==> src/rtl/adc_scan_pkg.sv <==
package adc_scan_pkg;
    localparam int CH_W   = 4;
    localparam int WORD_W = 16;

    localparam logic [2:0] OFS_SCAN  = 3'd0;
    localparam logic [2:0] OFS_IRQ   = 3'd1;
    localparam logic [2:0] OFS_PACER = 3'd2;
    localparam logic [2:0] OFS_BURST = 3'd3;
    localparam logic [2:0] OFS_STAT  = 3'd4;
    localparam logic [2:0] OFS_CSTAT = 3'd5;

    typedef enum logic [1:0] {
        SRC_SW   = 2'd0,
        SRC_NONE = 2'd1,
        SRC_EXT  = 2'd2,
        SRC_INT  = 2'd3
    } pace_src_e;

    typedef enum logic [1:0] {
        EVT_EOC  = 2'd0,
        EVT_FNE  = 2'd1,
        EVT_EOB  = 2'd2,
        EVT_ALT  = 2'd3
    } irq_src_e;
endpackage

==> src/rtl/adc_trig_gen.sv <==
module adc_trig_gen
    import adc_scan_pkg::*;
(
    input  logic       clk,
    input  logic       rst_n,
    input  logic [1:0] src,
    input  logic       ext_pol,
    input  logic       gate_en,
    input  logic       gate_active,
    input  logic       sw_req,
    input  logic       pace_ext,
    input  logic       pace_int,
    output logic       trig
);
    logic lvl_d, lvl_q;
    logic ext_edge, gate_ok;

    always_comb begin
        lvl_d    = pace_ext ^ ext_pol;
        ext_edge = lvl_d & ~lvl_q;
        gate_ok  = ~gate_en | gate_active;
        unique case (pace_src_e'(src))
            SRC_SW:  trig = sw_req;
            SRC_EXT: trig = ext_edge & gate_ok;
            SRC_INT: trig = pace_int & gate_ok;
            default: trig = 1'b0;
        endcase
    end

    always_ff @(posedge clk or negedge rst_n) begin
        if (!rst_n) lvl_q <= 1'b0;
        else        lvl_q <= lvl_d;
    end
endmodule

==> src/rtl/adc_scan_seq.sv <==
module adc_scan_seq
    import adc_scan_pkg::*;
(
    input  logic            clk,
    input  logic            rst_n,
    input  logic            trig,
    input  logic            conv_en,
    input  logic            load_scan,
    input  logic [CH_W-1:0] first_new,
    input  logic [CH_W-1:0] first_cur,
    input  logic [CH_W-1:0] last_cur,
    input  logic            cnv_busy,
    output logic            cnv_start,
    output logic            busy,
    output logic            done,
    output logic            wrap,
    output logic            ovr_evt,
    output logic [CH_W-1:0] chan
);
    typedef struct packed {
        logic            busy;
        logic            start;
        logic            cb_prev;
        logic [CH_W-1:0] chan;
    } seq_t;

    seq_t q, d;
    logic start_now;

    always_comb begin
        d         = q;
        start_now = trig & conv_en & ~q.busy;
        ovr_evt   = trig & conv_en & q.busy;
        done      = q.busy & q.cb_prev & ~cnv_busy;
        wrap      = done & (q.chan == last_cur);
        d.start   = start_now;
        d.cb_prev = cnv_busy;
        if (start_now)  d.busy = 1'b1;
        else if (done)  d.busy = 1'b0;
        if (load_scan)  d.chan = first_new;
        else if (wrap)  d.chan = first_cur;
        else if (done)  d.chan = q.chan + 1'b1;
    end

    always_ff @(posedge clk or negedge rst_n) begin
        if (!rst_n) q <= '0;
        else        q <= d;
    end

    assign cnv_start = q.start;
    assign busy      = q.busy;
    assign chan      = q.chan;
endmodule

==> src/rtl/adc_scan_regs.sv <==
module adc_scan_regs
    import adc_scan_pkg::*;
#(
    parameter int FIFO_DEPTH = 512,
    parameter int LVL_W      = $clog2(FIFO_DEPTH + 1)
) (
    input  logic              clk,
    input  logic              rst_n,
    input  logic [2:0]        bus_addr,
    input  logic              bus_wr,
    input  logic              bus_rd,
    input  logic              bus_wide,
    input  logic [WORD_W-1:0] bus_wdata,
    output logic [WORD_W-1:0] bus_rdata,
    input  logic              strap_unipolar,
    input  logic              strap_single_ended,
    input  logic              strap_fast_clk,
    input  logic              pace_ext,
    input  logic              pace_int,
    input  logic              pace_gate,
    input  logic [LVL_W-1:0]  fifo_level,
    output logic              cnv_start,
    input  logic              cnv_busy,
    input  logic [WORD_W-1:0] cnv_result,
    output logic [CH_W-1:0]   mux_sel,
    output logic              irq
);
    localparam int HALF = FIFO_DEPTH / 2;

    typedef struct packed {
        logic [CH_W-1:0]   first;
        logic [CH_W-1:0]   last;
        logic              irq_en;
        logic              pend;
        logic              alt_eoa;
        logic [1:0]        irq_sel;
        logic [5:0]        pacer;
        logic              burst_mode;
        logic              conv_en;
        logic              eoc;
        logic              eob;
        logic              eoa;
        logic              ovr;
        logic [WORD_W-1:0] sample;
        logic [WORD_W-1:0] rdata;
    } regs_t;

    regs_t q, d;

    logic wr_byte, wr_word0, rd_word0, rd_cstat, load_scan, pend_clr;
    logic gate_active, fne, fhf, evt, trig, conv_en;
    logic seq_busy, seq_done, seq_wrap, seq_ovr;
    logic [CH_W-1:0] seq_chan, scan_first, scan_last;

    assign wr_byte     = bus_wr & ~bus_wide;
    assign wr_word0    = bus_wr & bus_wide & (bus_addr == OFS_SCAN);
    assign rd_word0    = bus_rd & bus_wide & (bus_addr == OFS_SCAN);
    assign rd_cstat    = bus_rd & ~bus_wide & (bus_addr == OFS_CSTAT);
    assign load_scan   = wr_byte & (bus_addr == OFS_SCAN);
    assign pend_clr    = wr_byte & (bus_addr == OFS_IRQ) & bus_wdata[6];
    assign gate_active = pace_gate ^ q.pacer[5];
    assign fne         = (fifo_level != '0);
    assign fhf         = (fifo_level >= LVL_W'(HALF));
    assign conv_en     = q.conv_en;
    assign scan_first  = q.first;
    assign scan_last   = q.last;

    adc_trig_gen u_trig (
        .clk         (clk),
        .rst_n       (rst_n),
        .src         (q.pacer[1:0]),
        .ext_pol     (q.pacer[2]),
        .gate_en     (q.pacer[3]),
        .gate_active (gate_active),
        .sw_req      (wr_word0),
        .pace_ext    (pace_ext),
        .pace_int    (pace_int),
        .trig        (trig)
    );

    adc_scan_seq u_seq (
        .clk       (clk),
        .rst_n     (rst_n),
        .trig      (trig),
        .conv_en   (q.conv_en),
        .load_scan (load_scan),
        .first_new (bus_wdata[CH_W-1:0]),
        .first_cur (q.first),
        .last_cur  (q.last),
        .cnv_busy  (cnv_busy),
        .cnv_start (cnv_start),
        .busy      (seq_busy),
        .done      (seq_done),
        .wrap      (seq_wrap),
        .ovr_evt   (seq_ovr),
        .chan      (seq_chan)
    );

    always_comb begin
        d = q;
        // register writes
        if (wr_byte) begin
            unique case (bus_addr)
                OFS_SCAN: begin
                    d.first = bus_wdata[3:0];
                    d.last  = bus_wdata[7:4];
                end
                OFS_IRQ: begin
                    d.irq_en  = bus_wdata[7];
                    d.alt_eoa = bus_wdata[2];
                    d.irq_sel = bus_wdata[1:0];
                end
                OFS_PACER: d.pacer = bus_wdata[5:0];
                OFS_BURST: begin
                    d.burst_mode = bus_wdata[1];
                    d.conv_en    = bus_wdata[0];
                end
                default: ;
            endcase
        end
        // conversion events
        if (rd_word0) d.eoc = 1'b0;
        if (seq_done) begin
            d.sample = cnv_result;
            d.eoc    = 1'b1;
            d.eob    = seq_wrap;
            d.eoa    = seq_wrap & q.burst_mode;
        end
        if (rd_cstat) d.ovr = 1'b0;
        if (seq_ovr)  d.ovr = 1'b1;
        // interrupt event
        unique case (irq_src_e'(q.irq_sel))
            EVT_EOC: evt = seq_done;
            EVT_FNE: evt = fne;
            EVT_EOB: evt = seq_wrap;
            default: evt = q.alt_eoa ? (seq_wrap & q.burst_mode) : fhf;
        endcase
        if (pend_clr) d.pend = 1'b0;
        if (evt)      d.pend = 1'b1;
        // registered read data
        if (bus_rd) begin
            if (bus_wide) begin
                d.rdata = (bus_addr == OFS_SCAN) ? q.sample : '0;
            end else begin
                unique case (bus_addr)
                    OFS_SCAN:  d.rdata = {8'h00, q.last, q.first};
                    OFS_IRQ:   d.rdata = {8'h00, q.irq_en, q.pend, 1'b0, q.ovr,
                                          q.eoa, q.alt_eoa, q.irq_sel};
                    OFS_PACER: d.rdata = {8'h00, 1'b0, gate_active, q.pacer};
                    OFS_BURST: d.rdata = {14'h0000, q.burst_mode, q.conv_en};
                    OFS_STAT:  d.rdata = {8'h00, seq_busy, strap_unipolar,
                                          strap_single_ended, strap_fast_clk, seq_chan};
                    OFS_CSTAT: d.rdata = {8'h00, q.eoc, q.eob, q.eoa, fne, fhf,
                                          q.ovr, 2'b00};
                    default:   d.rdata = '0;
                endcase
            end
        end
    end

    always_ff @(posedge clk or negedge rst_n) begin
        if (!rst_n) q <= '0;
        else        q <= d;
    end

    assign bus_rdata = q.rdata;
    assign mux_sel   = seq_chan;
    assign irq       = q.irq_en & q.pend;
endmodule

==> config.mk <==
export PLATFORM = sky130hd
export DESIGN_NAME = adc_scan_regs
export DESIGN_NICKNAME = d
export VERILOG_FILES = /design/src/rtl/adc_scan_pkg.sv /design/src/rtl/adc_trig_gen.sv /design/src/rtl/adc_scan_seq.sv /design/src/rtl/adc_scan_regs.sv
export SDC_FILE = /design/constraint.sdc
export NUM_CORES = 1
export LEC_CHECK = 0
export BUFFER_PORTS_ARGS = -buffer_cell sky130_fd_sc_hd__buf_2
export CAP_MARGIN = 20
export CORE_MARGIN = 2
export CORE_UTILIZATION = 55
export CTS_BUF_LIST = sky130_fd_sc_hd__clkbuf_8
export DETAILED_ROUTE_END_ITERATION = 10
export PLACE_DENSITY = 0.87
export SLEW_MARGIN = 15
export SYNTH_ARGS = -nofsm -noshare
export SYNTH_HDL_FRONTEND = slang
export SYNTH_SLANG_ARGS = --single-unit
==> constraint.sdc <==
create_clock -name clk -period 3.2 [get_ports clk]
set_input_delay 0.16 -clock clk [delete_from_list [all_inputs] [get_ports clk]]
set_output_delay 0.16 -clock clk [all_outputs]
set_load 0.01 [all_outputs]
== Word-level counts from Yosys, hierarchy flattened ==
Cells that the tools add are included.
Widths: inputs -> output; s select.

* Bits in writable memories: 0
* ROM bits: 0
* Bits in registers: 65
* Word-level logic and storage cells: 91
* Latch bits: 0
* Memories kept: 0
* Output and inout bits: 22
* Bits of input ports: 57

* Shift operators: 0
* $lt $le $gt $ge: 1
* Muxes and demuxes: 17
* Add/sub/neg operators: 1
* $mul: 0
* Equal/unequal tests: 10
* Bitwise gates (word level): 29
* Div/mod/pow operators: 0
* Reductions and logical operators: 13

{| class="wikitable"
|+ Operator list
! cell !! number
|-
| $pmux 8 s6 || 1
|-
| $mux 16 || 2
|-
| $and 1x1->1 || 21
|-
| $mux 4 || 3
|-
| $ge 10x9->1 const B || 1
|-
| $reduce_bool 10->1 || 1
|-
| $mux 1 || 8
|-
| $reduce_and 2->1 || 4
|-
| $reduce_bool 2->1 || 4
|-
| $eq 2x2->1 const B || 3
|-
| $eq 3x2->1 const B || 2
|-
| $eq 3x3->1 const B || 2
|-
| $pmux 1 s3 || 2
|-
| $not 1->1 || 5
|-
| $add 4x1->4 const B || 1
|-
| $eq 4x4->1 || 1
|-
| $logic_not 2->1 || 2
|-
| $eq 3x1->1 const B || 1
|-
| $logic_not 3->1 || 1
|-
| $mux 3 || 1
|-
| $reduce_bool 3->1 || 1
|-
| $eq 2x1->1 const B || 1
|-
| $xor 1x1->1 || 2
|-
| $or 1x1->1 || 1
|}

== Depth between registers and ports, before layout ==
Gate-level depths: netlist of the first run.

* Word-level depth: 7
* Mapped depth: 6
* Mapped depth without buffers: 4

== Hierarchy ==
A second synthesis of the first run with hierarchy kept.

* Cell total of the unflattened synthesis: 295
* Area total of the unflattened synthesis: 3329.4 um^2

{| class="wikitable"
|+ By module, submodules not included
! module !! cells each !! seq. area each (um^2) !! area each (um^2) !! times used
|-
| adc_scan_regs || 239 || 1426.4 || 2787.7 || 1
|-
| adc_scan_seq || 48 || 175.2 || 464.2 || 1
|-
| adc_trig_gen || 8 || 25.0 || 77.6 || 1
|}

== Worst setup path after synthesis of the first run ==
No wires, ideal clock.

* Path type: flip-flop to flip-flop
* Start point: reg u_seq.q, in the netlist u_seq.chan[2]
* End point: reg q, in the netlist bus_rdata[2]
* Path buffers: 0
* Setup time: 0.142 ns
* Clock period less this slack: 1.389 ns
* Setup slack: 1.811 ns
* Data required time: 3.058 ns
* Arrival time: 1.246 ns
* Stages on the path, launching flop included: 5
* Cell sequence: dfrtp_1 mux4_2 and2_0 a31oi_1 o221ai_1

* Word-level cells in the longest chain between the ends: 2

{| class="wikitable"
|+ RTL lines
! what !! line !! RTL
|-
| from (decl) || adc_scan_seq.sv:27 || <nowiki>seq_t q, d;</nowiki>
|-
| from (signal assigned) || adc_scan_seq.sv:46 || <nowiki>if (!rst_n) q <= '0;</nowiki>
|-
| from (signal assigned) || adc_scan_seq.sv:47 || <nowiki>else q <= d;</nowiki>
|-
| $pmux 8 s6 || adc_scan_regs.sv:145 || <nowiki>unique case (bus_addr)</nowiki>
|-
| $mux 16 || adc_scan_regs.sv:142 || <nowiki>if (bus_wide) begin</nowiki>
|-
| to (signal assigned) || adc_scan_regs.sv:162 || <nowiki>if (!rst_n) q <= '0;</nowiki>
|-
| to (signal assigned) || adc_scan_regs.sv:163 || <nowiki>else q <= d;</nowiki>
|-
| to (decl) || adc_scan_regs.sv:48 || <nowiki>regs_t q, d;</nowiki>
|}

Every way passes these cells.
A chain may end at the register's enable or synchronous reset.

== Final worst setup path of the first run ==
* Start point: in cnv_busy
* End point: reg u_seq.q, in the netlist u_seq.chan[0]

* Word-level cells in the longest chain between the ends: 5
* Elaborated cells on any way between the ends: 6
* Those cells by class: 2 x mux; 3 x bitwise; 1 x reduce/logical

{| class="wikitable"
|+ RTL lines
! what !! line !! RTL
|-
| from (decl) || adc_scan_regs.sv:23 || <nowiki>input logic cnv_busy,</nowiki>
|-
| $not 1->1 * || adc_scan_seq.sv:34 || <nowiki>done = q.busy & q.cb_prev & ~cnv_busy;</nowiki>
|-
| $and 1x1->1 * || adc_scan_seq.sv:34 ||
|-
| $and 1x1->1 || adc_scan_seq.sv:35 || <nowiki>wrap = done & (q.chan == last_cur);</nowiki>
|-
| $mux 4 || adc_scan_seq.sv:41 || <nowiki>else if (wrap) d.chan = first_cur;</nowiki>
|-
| $mux 4 || adc_scan_seq.sv:40 || <nowiki>if (load_scan) d.chan = first_new;</nowiki>
|}

Mark *: on every way between the ends. The rest lies on a longest branch, timed or not.

==> impl_results.md, run 1 <==
* Initial DRT Pass Iterations at 4
* HPWL after DPL at 5.502 mm
* Area share of the largest cell type after synthesis at roughly half
* Worst hold slack at 0.006261 ns
* Max Clk Rate at slightly above 0.5 GHz
* Largest net degree at the start of global routing at 36
* CP endpoint kind: register
* Most frequent cell after synthesis: nand2_1
* Synth area leaders: dfrtp_1 (48%), nand2_1 (10%), buf_4 (4.7%)
* Peak VDD IR at about 0.38 mV
* Final Cycle Share at 60.51%
* Synth top cells by count: nand2_1 (93), dfrtp_1 (65), buf_4 (21)
* Drc violations at 0
* Outcome: complete, no violations
* Root Driver: clkbuf_8
* CTS clock-pin slew for the worst setup and hold paths at 0.07 ns
* Mux share of post-synthesis cell area at under 10%
* Crit path arrival time at 2.18 ns
* Pleak at between 0.0015 and 0.002 uW
* Distinct cells, synth at 46
* PostCTS Resize Cnt at 0
* Crit Path Max Fanout at 22
* Cell Count, Final, Fillers Out at around 480
* # IOs at just under 80
* Gpl congestion at 0.8762
* Clk_skew at 0.004919 ns
* Synth-to-Final Area Change at 13.27%
* Number of diodes at 0
* Skew-Pair Late Insertion Delay at 0.34 ns
* Vias/cell at 5.640
* Critical path type: in2reg
* Initial core utilization at 56.70%
* Post-Place Cells at 460
* Yosys top cell by area: dfrtp_1
* Fin. max-slew vios at 0
* Flop and latch count out of synthesis at 65
* Post-Synth Adder-Cell Area at 0.3727%
* Starting DRT DRC Count at 291
* Final setup viols at 0
* Global router's overall resource usage at between 20 and 30%
* Clock buffer count from CTS at 9
* Most common flop cell mapped by yosys: dfrtp_1
* Min cycle time layout at 1.936 ns
* IO buf count at 70
* Die height at 82.13 um
* Num rows at 28
* Fin nets at 460
* DRT Wirelength at about 8 mm
* Largest family of logic cells by synthesized area: simple AND/OR/NAND/NOR gates
* Mapped cell area at 3357 um2
* Sequential area share after synthesis at between 40 and 50%
* ANT nets after route at 0
* CP Launch Type: input port
* XOR/XNOR Fraction of Synth Area at between 2 and 2.5%
* PD cells at 662.3 nW/um2
* Fin Setup TNS at 0 ns
* Post-CTS Setup Bufs at 0
* Hold_buf cts at 6
* Critical-path cell list: dlygate4sd3_1, buf_2, nand3b_1, nor2_1, o211ai_1, o211ai_1
* Fillers at 468
* Post-synthesis compound-gate area fraction at 11.63%
* Die W at 82.13 um
* Post-synth EDFFs at 0
* Slew @ Worst Pin at 0.9731 ns
* Initial antenna violation count at 0
* Max stage delay cell, worst path: nand3b_1
* Overflow after GRT at 0
* Crit path top cell by count: o211ai_1
* HP Class: in2reg
* Max Cap Viol at 0
* Routed length per instance at 16.44 um
* Max clock buf depth at 2
* DR vias at 2713
* Synth warn at 0
* CTS Sinks at 65
* Core area at 5921 um2
* Worst Path Required at about 3.5 ns
* Vias in the first global route at approximately 2600
* Layout cells sized above 1 at 26.85%
* Global-route wire length before repair at 12.61 mm
* Hold Fails Final Rpt at 0
* Syn Area/Cell at about 9.6 um2
* Clock tree from TritonCTS: done
* Synth async-reset ratio at 100.0%
* H-tree depth at 3
* Synth Area in Simple Gates at 20.24%
* Die ar. at 6745 um2
* Net Count, Synth at slightly above 400
* CP max stage delay at 0.70 ns
* Mapped Cells at 350
* RSZ-0062 raised after global routing: false
* Rel. slew slack at between 30% and 40%
registers in the layout, summed over array words and instances, names as in the netlist, 4 cells and up:
register,flops
scan_last,4
u_seq.chan,4
scan_first,4
q,32
bus_rdata,16
routing by layer:
| layer | GRT usage, % | share of wire [%] | vias to the layer above |
|---|---|---|---|
| li1 | - | - | 1270 |
| met1 | 33.12 | 42 | 1318 |
| met2 | 40.41 | 48 | 101 |
| met3 | 6.413 | 6.1 | 24 |
| met4 | 11.83 | 3.4 | 0 |
| met5 | 0 | 0 | - |
per-stage QoR:
step           power (uW)  util [%]  instance area (um2)  worst slack (ns)
3_3_place_gp         1831     60.16                 3562             1.422
5_1_grt              2658     64.22                 3802             1.161
6_report             2518     64.22                 3802             1.264
4_1_cts              2522     64.22                 3802             1.271
2_1_floorplan        1696         -                 3357             1.811
3_5_place_dp         1879     60.16                 3562             1.366
power by group:
group	switching, uW	internal, uW
sequential	198	1050
combinational	338	294
clock	300	336
total	836	1680
kinds of logic (layout without fill, tap and decap cells):
kind of cell / count (synthesis) / after routing
and+or+nand+nor: 143 / 143
DFF: 65 / 65
AOI/OAI and AO/OA: 60 / 60
buffers and inverters: 51 / 107
muxes: 22 / 22
xor gates and xnor gates: 8 / 8
adders and majority gates: 1 / 1
cell type report:
type	count	area [um2]	area share, %
timing repair buffer	77	417.9	10.99
tap	75	93.84	2.468
sequential	65	1627	42.78
inverter	15	56.30	1.481
multi-input combinational	234	1428	37.55
clock inverter	3	15.01	0.3949
clock buffer	12	165.2	4.344
cells in the final DEF (no fill, tap or decap), types with 2 or more instances in the layout:
| master | netlist | layout |
|---|---|---|
| nand2_1 | 93 | 93 |
| buf_2 | 2 | 70 |
| dfrtp_1 | 65 | 65 |
| o21ai_0 | 17 | 17 |
| inv_1 | 15 | 15 |
| mux2_2 | 14 | 14 |
| nand3_1 | 14 | 14 |
| nor2_1 | 12 | 12 |
| a21oi_1 | 12 | 12 |
| clkbuf_8 | 0 | 12 |
| xnor2_1 | 6 | 6 |
| a21o_1 | 6 | 6 |
| dlygate4sd3_1 | 0 | 6 |
| mux2i_1 | 5 | 5 |
| nor2b_1 | 4 | 4 |
| o211ai_1 | 4 | 4 |
| and3b_1 | 3 | 3 |
| mux4_2 | 3 | 3 |
| o221ai_1 | 3 | 3 |
| a31oi_1 | 3 | 3 |
| clkinv_2 | 0 | 3 |
| and2_1 | 2 | 2 |
| nor4b_4 | 2 | 2 |
| xor2_1 | 2 | 2 |
| nand2b_1 | 2 | 2 |
| nand3b_1 | 2 | 2 |
| o21ai_1 | 2 | 2 |
| a2bb2oi_1 | 2 | 2 |
| nor4_1 | 2 | 2 |
| a32oi_1 | 2 | 2 |
| a221o_1 | 2 | 2 |
path summary, 6_finish.rpt:
| kind | startpoint | endpoint | slack [ns] | cells after the start |
|---|---|---|---|---|
| worst max-delay path | cnv_busy | u_seq.chan[0]$_DFFE_PN0P_ | 1.26 | 6 |
| max in group asynchronous | rst_n | q[28]$_DFFE_PN0P_ | 1.87 | 3 |
| worst min-delay path | cnv_result[3] | q[19]$_DFFE_PN0P_ | 0.006 | 3 |
| min in group asynchronous | rst_n | u_seq.chan[3]$_DFFE_PN0P_ | 0.42 | 2 |
| worst max register to register | u_seq.busy$_DFFE_PN0P_ | u_seq.chan[0]$_DFFE_PN0P_ | 1.39 | 4 |
| worst min register to register | q[16]$_DFFE_PN0P_ | q[16]$_DFFE_PN0P_ | 0.48 | 2 |
critical path, delay by kind of cell:
kind | cells | cell delay (ns)
buffers and inverters | 2 | 0.65
AND/OR/NAND/NOR | 2 | 1.04
AO/OA/AOI/OAI | 2 | 0.32
Power figures use the tool's default switching activity.
==> run 2, diff against run 1 <==
Settings changed: CORE_UTILIZATION 55 to 50, PLACE_DENSITY 0.87 to 0.84.
Clock period 3.2 ns to 1.6 ns, I/O delays scaled along.
==> run 2 against run 1 <==
Die area up 9.5%. Worst setup slack got worse by 1.2 ns. Critical path type is now reg2reg. Cell area rose by 9.0%. Core utilization increased by 0.34 points. Sequential share of layout area down 3.5 points. Hold slack better by 0.013 ns. Global-route usage fell by 2.1 points. Final cell count grew 7.1%. Clock power increased by 150%.
==> impl_results.md, run 2 (same netlist as run 1, synthesis figures left out) <==
* Outcome: complete, no violations
* Root Driver: clkbuf_8
* Drc violations at 0 (unchanged)
* RSZ-0062 raised after global routing: false
* Final setup margin at 0.06899 ns (-1.195 ns)
* Overflow after GRT at 0 (unchanged)
* Min cycle time layout at between 1.5 and 2 ns
* Max Cap Viol at 0 (unchanged)
* DP Worst Slack at 0.08237 ns (-1.283 ns)
* Initial DRT Pass Iterations at 4 (unchanged)
* Vias/cell at 5.419 (-3.9%)
* CP endpoint kind: register
* Skew-Pair Late Insertion Delay at 0.35 ns (about the same)
* Starting DRT DRC Count at 257 (-12%)
* Rel. slew slack at 68.57% (+34 points)
* Die ar. at 7386 um2 (+9.5%)
* Global-route wire length before repair at 13.21 mm (+4.8%)
* Number of cells on the worst reg-to-reg path at 4 (unchanged)
* Post-CTS Setup Bufs at 0 (unchanged)
* HP Class: in2reg
* Worst Path Required at 1.89 ns (-1.56 ns)
* # IOs at 79 (unchanged)
* Vias in the first global route at 2725 (+4.8%)
* ANT nets after route at 0 (unchanged)
* Final setup viols at 0 (unchanged)
* Synth-to-Final Area Change at 23.52%
* H-tree depth at 3 (unchanged)
* Largest net degree at the start of global routing at 66 (+83%)
* Core area at 6422 um2 (+8.5%)
* CTS Sinks at 65 (unchanged)
* Num rows at 29 (+3.6%)
* IO buf count at 70 (unchanged)
* Largest register FFs at 32 (unchanged)
* Final Cycle Share at 95.69%
* Hold endpoint: q[40]$_DFFE_PN0P_
* Layout cells sized above 1 at 27.63% (+0.78 points)
* R2R Setup Slk at 0.07 ns (-1.32 ns)
* CTS clock-pin slew for the worst setup and hold paths at 0.07 ns (about the same)
* Die W at 85.94 um (+4.6%)
* Pleak at 0.002051 uW (+8.5%)
* Slew @ Worst Pin at 0.4672 ns (-0.5059 ns)
* Clock tree from TritonCTS: done
* Fin nets at 491 (+6.7%)
* Fillers at 520 (+11%)
* R2R Path Start: u_seq.chan[0]$_DFFE_PN0P_
* PD cells at 1322 nW/um2 (+100%)
* Clk_skew at 0.007624 ns (+0.002706 ns)
* Most common cell after layout, fill and taps aside: nand2_1
* Routed length per instance at 16.17 um (-1.7%)
* Critical path type: reg2reg
* Crit Path Max Fanout at 8 (-64%)
* Most frequent cells in the layout: nand2_1 (93), buf_2 (70), dfrtp_1 (65)
* Die height at 85.94 um (+4.6%)
* Hold Fails Final Rpt at 0 (unchanged)
* Number of diodes at 0 (unchanged)
* Fin. max-slew vios at 0 (unchanged)
* CP Launch Type: register
* Worst hold path startpoint: bus_wdata[2]
* HPWL after DPL at 5.809 mm (+5.6%)
* Crit path arrival time at 1.83 ns (-0.35 ns)
* Max Clk Rate at 0.6532 GHz
* Peak VDD IR at 0.8093 mV (+120%)
* Clock buffer count from CTS at 9 (unchanged)
* Initial core utilization at 52.27% (-4.4 points)
* Reg2reg end: q[47]$_DFFE_PN0P_
* Largest reg by FF count: q
* DR vias at 2791 (+2.9%)
* Fin Setup TNS at 0 ns (unchanged)
* Max clock buf depth at 2 (unchanged)
* Hold Crit Depth at 2 (-1)
* Global router's overall resource usage at 23.41% (-2.1 points)
* Initial antenna violation count at 0 (unchanged)
* DRT Wirelength at 8.325 mm (+5.2%)
* Gpl congestion at 0.9366 (+6.9%)
## run 2: cell count changes in the layout (fill, tap and decap cells not counted)
cell	delta
nand4_4	+1
clkinv_2	-1
clkinv_4	+1
clkbuf_8	-2
inv_1	+1
buf_12	+1
bufinv_16	+2
dlygate4sd3_1	+19
nand4_2	-1
buf_4	+11
## run 2: power breakdown
part / total [uW] / switching [uW] / internal (uW)
Clock: 1560 / 651 / 911
Sequential: 2490 / 390 / 2100
Combinational: 1430 / 747 / 679
## run 2: cell type report
type	instances	area, um2	share of cell area [%]
repair buffers	108	710.7	17.14
inverters	15	56.30	1.358
flip-flops and latches	65	1627	39.23
well taps	77	96.34	2.323
clock buffers	10	137.6	3.319
multi-input cells	234	1436	34.64
clock inverters	6	82.58	1.992
## run 2: worst max-delay path, cell delays in order, from the launching register on
cell     delay, ns
dfrtp_1       0.47
xnor2_1       0.30
nand4_4       0.23
a221o_1       0.40
nand2_1       0.07
## run 2: stage by stage
stage / total power (uW) / instance area, um2 / utilization, % / hold WS (ns) / instances
after floorplan: 3391 / 3357 / - / -0.2156 / 350
after detailed placement: 3831 / 3667 / 57.10 / 0.1168 / 474
final: 5482 / 4146 / 64.56 / 0.01952 / 515
after global placement: 3745 / 3667 / 57.10 / 0.1153 / 474
after CTS: 5445 / 4138 / 64.43 / 0.009634 / 515
after global routing: 5771 / 4146 / 64.56 / 0.01499 / 515
## run 2: what timing repair did
| item | CTS | global route |
|---|---|---|
| gates resized for setup | 0 | 1 |
| hold buffers | 25 | 0 |
| endpoints found under the setup margin | 0 | 2 |
| endpoints found under the hold margin | 93 | 0 |
## run 2: worst max path at each step
stage | start | to | slack, ns | cells past startpoint
6_report | u_seq.chan[0]$_DFFE_PN0P_ | q[47]$_DFFE_PN0P_ | 0.07 | 4
5_1_grt | u_seq.chan[0]$_DFFE_PN0P_ | q[47]$_DFFE_PN0P_ | 0.01 | 4
4_1_cts | u_seq.chan[0]$_DFFE_PN0P_ | q[47]$_DFFE_PN0P_ | 0.06 | 4
2_1_floorplan | u_seq.chan[2]$_DFFE_PN0P_ | bus_rdata[2]$_DFFE_PN0P_ | 0.21 | 4
3_5_place_dp | u_seq.chan[0]$_DFFE_PN0P_ | q[47]$_DFFE_PN0P_ | 0.08 | 4
3_3_place_gp | u_seq.chan[0]$_DFFE_PN0P_ | q[47]$_DFFE_PN0P_ | 0.14 | 4
## run 2: per-layer routing
layer | vias to the layer above | part of all wire (%) | GRT usage, %
met5 | - | 0 | 0
met4 | 0 | 2.6 | 10.68
met3 | 20 | 8.3 | 5.871
met2 | 125 | 46 | 35.52
met1 | 1309 | 43 | 31.67
li1 | 1337 | - | -
==> run 3, diff against run 2 <==
Settings changed: PLACE_DENSITY 0.84 to 0.79.
==> run 3 against run 2 <==
Via count fell by 1.1%. Non-clock buffer count rose by 1. Die area did not move. Final cell count rose by 0.19%. Clock-buffer cell count fell by 1. Largest power group unchanged. Power fell by 0.86%. First-iteration DRC count fell by 4.3%. Sequential cell count did not move. Wire length fell by 3.8%.
==> impl_results.md, run 3 (same netlist as run 1, synthesis figures left out) <==
* Number of diodes at 0 (unchanged)
* Fillers at 522 (+0.38%)
* Root Driver: clkbuf_8
* Worst Path Required at 1.81 ns (-0.08 ns)
* Critical-path cell list: mux4_2, and2_0, a31oi_1, o221ai_1
* Num rows at 29 (unchanged)
* Clock buffer count from CTS at 9 (unchanged)
* Hold Crit Depth at 2 (unchanged)
* Slew @ Worst Pin at 0.4967 ns (+0.02947 ns)
* Reg2reg end: bus_rdata[2]$_DFFE_PN0P_
* Largest register FFs at 32 (unchanged)
* Fin. max-slew vios at 0 (unchanged)
* Overflow after GRT at 0 (unchanged)
* Die ar. at 7386 um2 (unchanged)
* IO buf count at 70 (unchanged)
* PD cells at 1309 nW/um2 (-1.0%)
* CP endpoint kind: register
* Initial antenna violation count at 0 (unchanged)
* # IOs at 79 (unchanged)
* Max clock buf depth at 2 (unchanged)
* Max Clk Rate at 0.6620 GHz (+1.4%)
* DRT Wirelength at 8.005 mm (-3.8%)
* Die W at 85.94 um (unchanged)
* ANT nets after route at 0 (unchanged)
* R2R Setup Slk at 0.09 ns (+0.02 ns)
* Global-route wire length before repair at 13.67 mm (+3.4%)
* Crit path arrival time at 1.72 ns (-0.11 ns)
* Core area at 6422 um2 (unchanged)
* Outcome: complete, no violations
* CP Launch Type: register
* CTS Sinks at 65 (unchanged)
* Global router's overall resource usage at 23.96% (+0.55 points)
* Most common cell after layout, fill and taps aside: nand2_1
* Layout cells sized above 1 at 28.02% (+0.39 points)
* Fin nets at 492 (+0.20%)
* Clock tree from TritonCTS: done
* Hold endpoint: q[40]$_DFFE_PN0P_
* Largest net degree at the start of global routing at 66 (unchanged)
* RSZ-0062 raised after global routing: false
* Pleak at 0.002049 uW (-0.12%)
* Gpl congestion at 0.9272 (-1.0%)
* Initial core utilization at 52.27% (unchanged)
* CP max stage delay at 0.50 ns (+0.03 ns)
* Max stage delay cell, worst path: mux4_2
* Post-CTS Setup Bufs at 0 (unchanged)
* Hold Fails Final Rpt at 0 (unchanged)
* Routed length per instance at 15.51 um (-4.0%)
* Max Cap Viol at 0 (unchanged)
* Skew-Pair Late Insertion Delay at 0.34 ns (about the same)
* Largest reg by FF count: q
* Fin Setup TNS at 0 ns (unchanged)
* HPWL after DPL at 5.774 mm (-0.60%)
* Clk_skew at 0.008198 ns (+0.0005736 ns)
* Die height at 85.94 um (unchanged)
* H-tree depth at 3 (unchanged)
* Worst hold path startpoint: bus_wdata[2]
* Initial DRT Pass Iterations at 4 (unchanged)
* Peak VDD IR at 0.7478 mV (-7.6%)
* Drc violations at 0 (unchanged)
* Synth-to-Final Area Change at 23.70%
* Starting DRT DRC Count at 246 (-4.3%)
* Vias in the first global route at 2757 (+1.2%)
* Utilization after layout at 64.66% (+0.097 points)
* DR vias at 2759 (-1.1%)
* Rel. slew slack at 66.58% (-2.0 points)
* R2R Path Start: q[32]$_DFFE_PN0P_
* Final setup viols at 0 (unchanged)
* CTS clock-pin slew for the worst setup and hold paths at 0.07 ns (about the same)
* HP Class: in2reg
* Crit Path Max Fanout at 3 (-5)
* Final Cycle Share at 94.41% (-1.3 points)
* Vias/cell at 5.347 (-1.3%)
* Critical path type: reg2reg
* Most frequent cells in the layout: nand2_1 (93), buf_2 (70), dfrtp_1 (65)
* Number of cells on the worst reg-to-reg path at 4 (unchanged)
* Min cycle time layout at 1.511 ns (-0.02041 ns)
==> run 3: cell count changes in the layout (fill, tap and decap cells not counted), sizes merged <==
| cell | before | now |
|---|---|---|
| clkinv | 3 | 4 |
| clkbuf | 10 | 9 |
| buf | 83 | 84 |
| inv | 16 | 15 |
| clkinvlp | 0 | 1 |
==> run 3: timing repair <==
| action | 4_1_cts | 5_1_grt |
|---|---|---|
| endpoints found under the setup margin | 0 | 1 |
| hold buffers | 25 | 0 |
| gates resized for setup | 0 | 1 |
| hold endpoints to repair | 91 | 0 |
==> run 3: final cells by class <==
cell class,count,area (um2),area share (%)
Clock buffer,9,123.9,2.983
Clock inverter,7,95.09,2.290
Inverter,15,56.30,1.356
Multi-Input combinational cell,234,1436,34.59
Sequential cell,65,1627,39.17
Tap cell,77,96.34,2.320
Timing Repair Buffer,109,718.2,17.29
==> run 3: per-layer routing <==
layer / global-route usage (%) / wire (um)
met1: 31.81 / 3493
met2: 37.56 / 3838
met3: 6.545 / 498
met4: 9.091 / 175
met5: 0 / 0
==> run 3: through the flow <==
step | total power [uW] | area (um2) | hold slack (ns) | instances | setup slack [ns]
global route | 5771 | 4153 | 0.01010 | 516 | 0.02954
detailed placement | 3846 | 3675 | 0.1205 | 475 | 0.09607
finish | 5435 | 4153 | 0.02380 | 516 | 0.08941
CTS | 5438 | 4144 | 0.008455 | 516 | 0.07306
global placement | 3782 | 3675 | 0.1169 | 475 | 0.1406
floorplan | 3391 | 3357 | -0.2156 | 350 | 0.2114
==> run 3: worst max path at each step <==
stage	startpoint	end	slack, ns	cells after the start
floorplan	u_seq.chan[2]$_DFFE_PN0P_	bus_rdata[2]$_DFFE_PN0P_	0.21	4
global placement	scan_last[3]$_DFFE_PN0P_	q[47]$_DFFE_PN0P_	0.14	4
detailed placement	bus_addr[2]	q[38]$_DFFE_PN0P_	0.1	4
CTS	u_seq.chan[1]$_DFFE_PN0P_	q[47]$_DFFE_PN0P_	0.07	4
global route	u_seq.chan[1]$_DFFE_PN0P_	q[47]$_DFFE_PN0P_	0.03	4
finish	q[32]$_DFFE_PN0P_	bus_rdata[2]$_DFFE_PN0P_	0.09	4
==> run 3: worst max-delay path: cells and delay by family (launching register included) <==
family,cells,cell delay (ns)
multiplexers,1,0.50
flip-flops,1,0.42
AO/OA/AOI/OAI,2,0.30
AND/OR/NAND/NOR,1,0.18
==> run 3: power breakdown <==
group | leakage (uW) | switching, uW | internal (uW)
combinational | 0.00112 | 761 | 701
clock | 0.000109 | 641 | 876
sequential | 0.000820 | 353 | 2100
